<file path="src/rtl/doorbell_pkg.sv">
package doorbell_pkg;
    localparam int BYTE_W = 8;

    localparam logic [7:0] OFS_WDOG  = 8'h0E;
    localparam logic [7:0] OFS_DOOR  = 8'h0F;
    localparam logic [7:0] OFS_EN_G  = 8'h11;
    localparam logic [7:0] OFS_EN_S  = 8'h12;
    localparam logic [7:0] OFS_SRC_G = 8'h13;
    localparam logic [7:0] OFS_SRC_S = 8'h14;

    typedef enum logic {
        IRQ_QUIET  = 1'b0,
        IRQ_RAISED = 1'b1
    } irq_state_e;
endpackage

</file>
<file path="src/rtl/db_pend_bank.sv">
module db_pend_bank #(
    parameter int W = 8
) (
    input  logic         clk,
    input  logic         rst_n,
    input  logic [W-1:0] set_i,
    input  logic [W-1:0] clr_i,
    output logic [W-1:0] q_o
);
    // set has priority over clear in the same clock
    always_ff @(posedge clk or negedge rst_n) begin
        if (!rst_n) q_o <= '0;
        else        q_o <= (q_o & ~clr_i) | set_i;
    end
endmodule

</file>
<file path="src/rtl/db_irq_fsm.sv">
module db_irq_fsm
    import doorbell_pkg::*;
#(
    parameter int W = 11
) (
    input  logic         clk,
    input  logic         rst_n,
    input  logic [W-1:0] pend_i,
    input  logic [W-1:0] en_i,
    output logic         irq_o
);
    irq_state_e state_q, state_d;
    logic       any_live;

    assign any_live = |(pend_i & en_i);

    always_ff @(posedge clk or negedge rst_n) begin
        if (!rst_n) state_q <= IRQ_QUIET;
        else        state_q <= state_d;
    end

    always_comb begin
        state_d = state_q;
        unique case (state_q)
            IRQ_QUIET:  if (any_live)  state_d = IRQ_RAISED;
            IRQ_RAISED: if (!any_live) state_d = IRQ_QUIET;
            default:    state_d = IRQ_QUIET;
        endcase
    end

    always_comb begin
        unique case (state_q)
            IRQ_RAISED: irq_o = 1'b1;
            default:    irq_o = 1'b0;
        endcase
    end
endmodule

</file>
<file path="src/rtl/db_wdog_latch.sv">
module db_wdog_latch (
    input  logic clk,
    input  logic por_n,
    input  logic evt_i,
    output logic flag_o
);
    always_ff @(posedge clk or negedge por_n) begin
        if (!por_n)     flag_o <= 1'b0;
        else if (evt_i) flag_o <= 1'b1;
    end
endmodule

</file>
<file path="src/rtl/doorbell_xchg.sv">
module doorbell_xchg
    import doorbell_pkg::*;
#(
    parameter int N_DOOR = 8,
    parameter int N_GEN  = 8,
    parameter int N_SEM  = 3
) (
    input  logic             clk,
    input  logic             por_n,
    input  logic             rst_n,
    input  logic             wdog_pulse,
    input  logic [N_SEM-1:0] sem_grant,
    input  logic [7:0]       h_addr,
    input  logic             h_wr,
    input  logic [7:0]       h_wdata,
    output logic [7:0]       h_rdata,
    input  logic [7:0]       p_addr,
    input  logic             p_wr,
    input  logic [7:0]       p_wdata,
    output logic [7:0]       p_rdata,
    output logic [N_DOOR-1:0] p_irq,
    output logic             h_irq
);
    localparam int N_SRC = N_GEN + N_SEM;

    logic [N_DOOR-1:0] door_q, door_set, door_clr;
    logic [N_SRC-1:0]  src_q, src_set, src_clr;
    logic [N_SRC-1:0]  en_q;
    logic              wdog_flag;

    // write decodes
    logic h_we_door, h_we_srcg, h_we_srcs;
    logic p_we_door, p_we_srcg, p_we_eng, p_we_ens;

    assign h_we_door = h_wr && (h_addr == OFS_DOOR);
    assign h_we_srcg = h_wr && (h_addr == OFS_SRC_G);
    assign h_we_srcs = h_wr && (h_addr == OFS_SRC_S);
    assign p_we_door = p_wr && (p_addr == OFS_DOOR);
    assign p_we_srcg = p_wr && (p_addr == OFS_SRC_G);
    assign p_we_eng  = p_wr && (p_addr == OFS_EN_G);
    assign p_we_ens  = p_wr && (p_addr == OFS_EN_S);

    assign door_set = h_we_door ? h_wdata[N_DOOR-1:0] : '0;
    assign door_clr = p_we_door ? p_wdata[N_DOOR-1:0] : '0;

    assign src_set = {sem_grant, (p_we_srcg ? p_wdata[N_GEN-1:0] : {N_GEN{1'b0}})};
    assign src_clr = {(h_we_srcs ? h_wdata[N_SEM-1:0] : {N_SEM{1'b0}}),
                      (h_we_srcg ? h_wdata[N_GEN-1:0] : {N_GEN{1'b0}})};

    db_pend_bank #(.W(N_DOOR)) u_door (
        .clk(clk), .rst_n(rst_n), .set_i(door_set), .clr_i(door_clr), .q_o(door_q)
    );

    db_pend_bank #(.W(N_SRC)) u_src (
        .clk(clk), .rst_n(rst_n), .set_i(src_set), .clr_i(src_clr), .q_o(src_q)
    );

    always_ff @(posedge clk or negedge rst_n) begin
        if (!rst_n) begin
            en_q <= '0;
        end else begin
            if (p_we_eng) en_q[N_GEN-1:0]     <= p_wdata[N_GEN-1:0];
            if (p_we_ens) en_q[N_SRC-1:N_GEN] <= p_wdata[N_SEM-1:0];
        end
    end

    db_irq_fsm #(.W(N_SRC)) u_irq (
        .clk(clk), .rst_n(rst_n), .pend_i(src_q), .en_i(en_q), .irq_o(h_irq)
    );

    db_wdog_latch u_wdog (
        .clk(clk), .por_n(por_n), .evt_i(wdog_pulse), .flag_o(wdog_flag)
    );

    assign p_irq = door_q;

    // byte views of each register, reserved bits zero
    logic [7:0] b_wdog, b_door, b_eng, b_ens, b_srcg, b_srcs;
    always_comb begin
        b_wdog = '0; b_door = '0; b_eng = '0;
        b_ens  = '0; b_srcg = '0; b_srcs = '0;
        b_wdog[0]          = wdog_flag;
        b_door[N_DOOR-1:0] = door_q;
        b_eng[N_GEN-1:0]   = en_q[N_GEN-1:0];
        b_ens[N_SEM-1:0]   = en_q[N_SRC-1:N_GEN];
        b_srcg[N_GEN-1:0]  = src_q[N_GEN-1:0];
        b_srcs[N_SEM-1:0]  = src_q[N_SRC-1:N_GEN];
    end

    logic [7:0] rd_ports [2];
    logic [7:0] addr_ports [2];
    assign addr_ports[0] = h_addr;
    assign addr_ports[1] = p_addr;

    for (genvar g = 0; g < 2; g++) begin : g_rd
        always_comb begin
            unique case (addr_ports[g])
                OFS_WDOG:  rd_ports[g] = b_wdog;
                OFS_DOOR:  rd_ports[g] = b_door;
                OFS_EN_G:  rd_ports[g] = b_eng;
                OFS_EN_S:  rd_ports[g] = b_ens;
                OFS_SRC_G: rd_ports[g] = b_srcg;
                OFS_SRC_S: rd_ports[g] = b_srcs;
                default:   rd_ports[g] = '0;
            endcase
        end
    end

    assign h_rdata = rd_ports[0];
    assign p_rdata = rd_ports[1];
endmodule

</file>
<file path="config.mk">
export PLATFORM = sky130hd
export DESIGN_NAME = doorbell_xchg
export DESIGN_NICKNAME = d
export VERILOG_FILES = /design/src/rtl/doorbell_pkg.sv /design/src/rtl/db_pend_bank.sv /design/src/rtl/db_irq_fsm.sv /design/src/rtl/db_wdog_latch.sv /design/src/rtl/doorbell_xchg.sv
export SDC_FILE = /design/constraint.sdc
export NUM_CORES = 1
export LEC_CHECK = 0
export BUFFER_PORTS_ARGS = -buffer_cell sky130_fd_sc_hd__buf_2
export CAP_MARGIN = 20
export CORE_ASPECT_RATIO = 1.5
export CORE_UTILIZATION = 45
export CTS_CLUSTER_SIZE = 24
export DETAILED_ROUTE_END_ITERATION = 10
export HOLD_SLACK_MARGIN = 0.08
export PLACE_DENSITY = 0.86
export SLEW_MARGIN = 20
export SYNTH_ARGS = -nofsm -noshare
export SYNTH_HDL_FRONTEND = slang
export SYNTH_SLANG_ARGS = --single-unit
export TNS_END_PERCENT = 10
</file>
<file path="constraint.sdc">
create_clock -name clk -period 1.3 [get_ports clk]
set_input_delay 0.065 -clock clk [delete_from_list [all_inputs] [get_ports clk]]
set_output_delay 0.065 -clock clk [all_outputs]
set_load 0.01 [all_outputs]
</file>
After elaboration in Yosys (flattened, before gate mapping)
Cells that the tools add are included.

word-level totals
  register bits after elaboration = 32
  bits in latches = 0
  memory bits (writable) = 0
  ROM bits = 0
  input bits = 41
  output and inout bits = 25
  logic and storage cells = 42
  memories = 0

cells by class
  add/subtract/negate cells = 0
  multiply operators = 0
  div/mod/pow operators = 0
  magnitude comparators = 0
  equality and inequality tests = 12
  shift operators = 0
  mux-type cells = 9
  bitwise logic cells = 7
  reduce and logical (&&, ||, !) cells = 8

operators by type and width
  operator              number
  $pmux W8 S6           2
  $eq A8 B5 Y1 const B  8
  $eq A8 B4 Y1 const B  4
  $mux W8               4
  $and A11 B11 Y11      2
  $not A11 Y11          1
  $or A11 B11 Y11       1
  $reduce_or A11 Y1     1
  $and A8 B8 Y8         1
  $not A8 Y8            1
  $or A8 B8 Y8          1
  $logic_and A1 B1 Y1   7
  $mux W3               1
  $mux W1               2

Longest topological paths before layout
  word-level depth = 6
  gate-level depth with buffers = 6
  depth with buffers taken out = 4

By module
From an unflattened synthesis, not the netlist that was laid out.

second synthesis, totals
  cell total of the unflattened synthesis = 232
  area total of the unflattened synthesis = 2140.8 sq um

modules (own cells, without submodules)
  module                  times used  cells each  area each (sq um)  seq. area each (sq um)
  doorbell_xchg           1           165         1336.3             275.3
  db_pend_bank at u_src   1           33          399.1              275.3
  db_pend_bank at u_door  1           24          290.3              200.2
  db_irq_fsm              1           8           83.8               25.0
  db_wdog_latch           1           2           31.3               25.0

Least setup slack after synthesis
OpenSTA, ideal clock, no wires.

  path kind = input to register
  start = in p_addr[5]
  end = reg en_q[0]
  library setup time = 0.125 ns
  data arrival time = 1.737 ns
  data required time = 1.175 ns
  path slack = -0.562 ns
  cell stages on the path = 6
  path buffers = 2
  path through = or3_1 > buf_2 > or2_4 > or4b_4 > buf_6 > mux2_4

between the ends
  word-level cells in the longest chain between the ends = 2

RTL lines
  item                           RTL line             RTL
  start, declared                doorbell_xchg.sv:17  input logic [7:0] p_addr,
  $eq A8 B5 Y1                   doorbell_xchg.sv:40  assign p_we_eng = p_wr && (p_addr == OFS_EN_G);
  $logic_and A1 B1 Y1            doorbell_xchg.sv:40
  end signal, assigned by index  doorbell_xchg.sv:62  if (p_we_eng) en_q[N_GEN-1:0] <= p_wdata[N_GEN-1:0];
  end signal, assigned by index  doorbell_xchg.sv:63  if (p_we_ens) en_q[N_SRC-1:N_GEN] <= p_wdata[N_SEM-1:0];
  end, declared                  doorbell_xchg.sv:28  logic [N_SRC-1:0] en_q;

No other way between the ends.
A chain may end at the register's enable or synchronous reset.

Worst setup path after layout
  start = in p_addr[6]
  end = out p_rdata[6]

between the ends
  word-level cells in the longest chain between the ends = 2
  elaborated cells on any way between the ends = 7
  classes of those cells = eq/ne (6); mux (1)

RTL lines
  item                                          RTL line             RTL
  $eq A8 B5 Y1 or $eq A8 B4 Y1 (tied branches)  doorbell_xchg.sv:97  unique case (addr_ports[g])
  $pmux W8 S6 (*)                               doorbell_xchg.sv:97
  end, declared                                 doorbell_xchg.sv:20  output logic [7:0] p_rdata,

Every way passes the cells marked *; elsewhere a longest branch is shown, timed or not.

==> flow_summary.ini <==
[route]
ant_nets = 0
num_vias = 2226
post_drt_wl_per_cell_um = 18.67
drt-total-wl_um = 6907
drt_iter0_drc = 121
drt_drc_violations_left = 0
via_per_inst = 6.016
first_pass_iters = 5

[timing]
finalSetupViolCount = 31
min_period_over_period = 1.221
worst_pin_slew_ps = 415.3
fmax_mhz = 630.2
maxSlewHeadroom = 0.7231
final.setup.tns_ps = -5219
maxSlewViolCount = 0
final_hold_viol_count = 0
rsz0062_at_grt = yes
fin_crit_ps = 1587
skew_ps = 3.295
final.setup.worst_slack_ps = -286.8

[critical_path]
slowest_delay_ps = 550
regToRegSetupSlack_ps = 70
cp_max_fo = 5
startpoint_type = primary input
cp_data_arrival_time_ps = 1520
path_cells = buf_6 > or3_4 > buf_6 > or4_4 > o21ai_2 > buf_2
cp_common_cell = buf_6
cp_top_family = simple AND/OR/NAND/NOR gates
required_ps = 1240
path_class = in -> out
worst-path-buf-inv = 3
cp_slowest_cell = or4_4
end_kind = output port

[clock_network]
cts_sinks = 32
htreeDepth = 2
root_buffer = clkbuf_8
numCtsBuffers = 5
cts.clk_slew.worst_paths_ps = 60
cts_tree = built
clock_latency_ps = 290
clock_path_buffers = 2

[place]
finalWeightedCongestion = 0.9300
place_ws_ps = -642.1
io_buffer_count = 65
dpl.hpwl_um = 4481

[logic_synthesis]
synth_area_um2 = 1958
async_reset_ff_frac = 1.000
yosysSeqAreaShare = 0.4089
ys_warn_count = 0
ys_ff_latch = 32
synth_cells = 204
synth.distinct_cells = 37
synth.avg_cell_area_um2 = 9.599
synth-main-ff-cell = dfrtp_1
synth_edf_count = 0
synthesis.nets = 245

[power_and_ir_drop]
p_per_area_nw_per_um2 = 776.0
ir_drop_mv = 0.9347
power.leakage_nw = 1.516
total_power_w = 0.002378

[global_routing]
grt_pass1_wl_um = 10480
gr-total-overflow = 0
first_global_vias = 2176
grt_use_total = 0.2987
grt_max_degree = 32
antenna_found_initial = 0

[finish]
drive_gt1_frac = 0.4753
syn2layout_area_growth_pct = 56.49
finish.utilization = 0.7280
antenna-diode-count = 0
fin_nets = 365

[die]
core_um2 = 4209
rows = 29
die_x_um = 55.86
ios = 66
start_util = 0.4652
die-area_um2 = 4625
die_h_um = 82.79

[outcome]
status = finished with violations
violations = setup timing

[min_path]
hold_path.class = in -> reg

[run]
max_cap_viol_count = 0
[Yosys cell counts, drive strengths merged (4+ instances only)]
library cell / number / area, µm²
dfrtp: 32 / 800.8
nand2: 29 / 108.9
o21ai: 21 / 105.1
mux2: 18 / 232.7
nand3: 12 / 60.06
a22oi: 11 / 82.58
mux2i: 11 / 110.1
a22o: 9 / 78.83
inv: 9 / 33.78
clkbuf: 6 / 22.52
buf: 4 / 23.77
or3: 4 / 25.02
[cell usage in the layout (no fill, tap or decap), types with 2 or more instances in the layout]
cell type / netlist / final
a22o_1: 9 / 9
clkbuf_8: 0 / 7
nand3_1: 12 / 11
nand2_1: 29 / 28
mux2i_1: 11 / 11
nor2_1: 3 / 3
buf_6: 1 / 7
mux2_4: 8 / 10
nand2b_1: 2 / 2
a21o_1: 3 / 3
a32oi_1: 2 / 2
mux2_2: 10 / 8
o21ai_1: 0 / 13
or3_4: 0 / 3
nor4_2: 0 / 2
buf_4: 0 / 29
a22oi_2: 0 / 6
or4b_4: 1 / 2
and3_1: 2 / 2
a22oi_1: 11 / 5
o21ai_0: 21 / 4
or4_4: 0 / 2
nand4b_1: 2 / 2
inv_1: 9 / 9
dlygate4sd3_1: 0 / 23
o21ai_2: 0 / 4
nor3_4: 0 / 2
buf_2: 1 / 63
o22ai_1: 3 / 3
dfrtp_1: 32 / 32
[power by group]
part / total (W) / switching, W / internal (W)
clock: 0.000838 / 0.000367 / 0.000471
combinational: 0.000446 / 0.000205 / 0.000241
sequential: 0.00109 / 0.0000528 / 0.00104
total: 0.00238 / 0.000625 / 0.00175
[area by class of cell]
type | count | area (µm²)
inverters | 9 | 33.78
fillers | 303 | 1145
flip-flops and latches | 32 | 800.8
repair buffers | 123 | 862.1
clock buffers | 7 | 96.34
multi-input cells | 153 | 1214
well taps | 46 | 57.56
[worst min-delay path: stages]
cell	delay, ps
buf_2	110
buf_4	150
nand3_1	70
a21o_1	100
[metal layers]
layer | global-route usage | wire length, µm | up-vias
met1 | 0.3254 | 2520 | 1055
met5 | 0 | 0 | -
li1 | - | - | 998
met3 | 0.06047 | 560 | 37
met2 | 0.5590 | 3494 | 136
met4 | 0.1415 | 331 | 0
[per-stage QoR]
step | hold WS [ps] | std cells | instance area (µm²)
final | 246.9 | 370 | 3064
after global routing | 247.5 | 370 | 3064
after CTS | 241.4 | 368 | 2989
after detailed placement | -158.3 | 337 | 2547
after global placement | -159.9 | 337 | 2547
after floorplan | -230.6 | 204 | 1958
[kinds of logic (layout without fill, tap and decap cells)]
family,after synthesis,count (layout),share of synthesized area
buffers and inverters,19,139,0.04089
DFF,32,32,0.4089
AOI/OAI and AO/OA,52,52,0.1783
muxes,29,29,0.1751
and+or+nand+nor,72,72,0.1968
[final timing paths]
kind | start | endpoint | depth (start not counted)
max | p_addr[6] | p_rdata[6] | 6
min | h_wr | u_src.q_o[9]$_DFF_PN0_ | 4
max reg2reg | u_src.q_o[1]$_DFF_PN0_ | u_irq.state_q$_DFF_PN0_ | 4
min reg2reg | u_wdog.flag_o$_DFFE_PN0P_ | u_wdog.flag_o$_DFFE_PN0P_ | 1
max in group asynchronous | por_n | u_wdog.flag_o$_DFFE_PN0P_ | 3
min in group asynchronous | rst_n | u_src.q_o[5]$_DFF_PN0_ | 3
[sequential cells by signal (all words and copies together) (netlist names)]
signal         flops
u_irq.state_q      1
u_door.q_o         8
u_src.q_o         11
en_q              11
u_wdog.flag_o      1
[timing repair]
action                                  4_1_cts  5_1_grt
gates resized for setup                      37       16
hold endpoints to repair                     62        0
pin swaps                                    18        4
hold buffers                                 23        0
endpoints found under the setup margin       29       43
buffers inserted                              1        2
(Power assumes the default switching activity.)
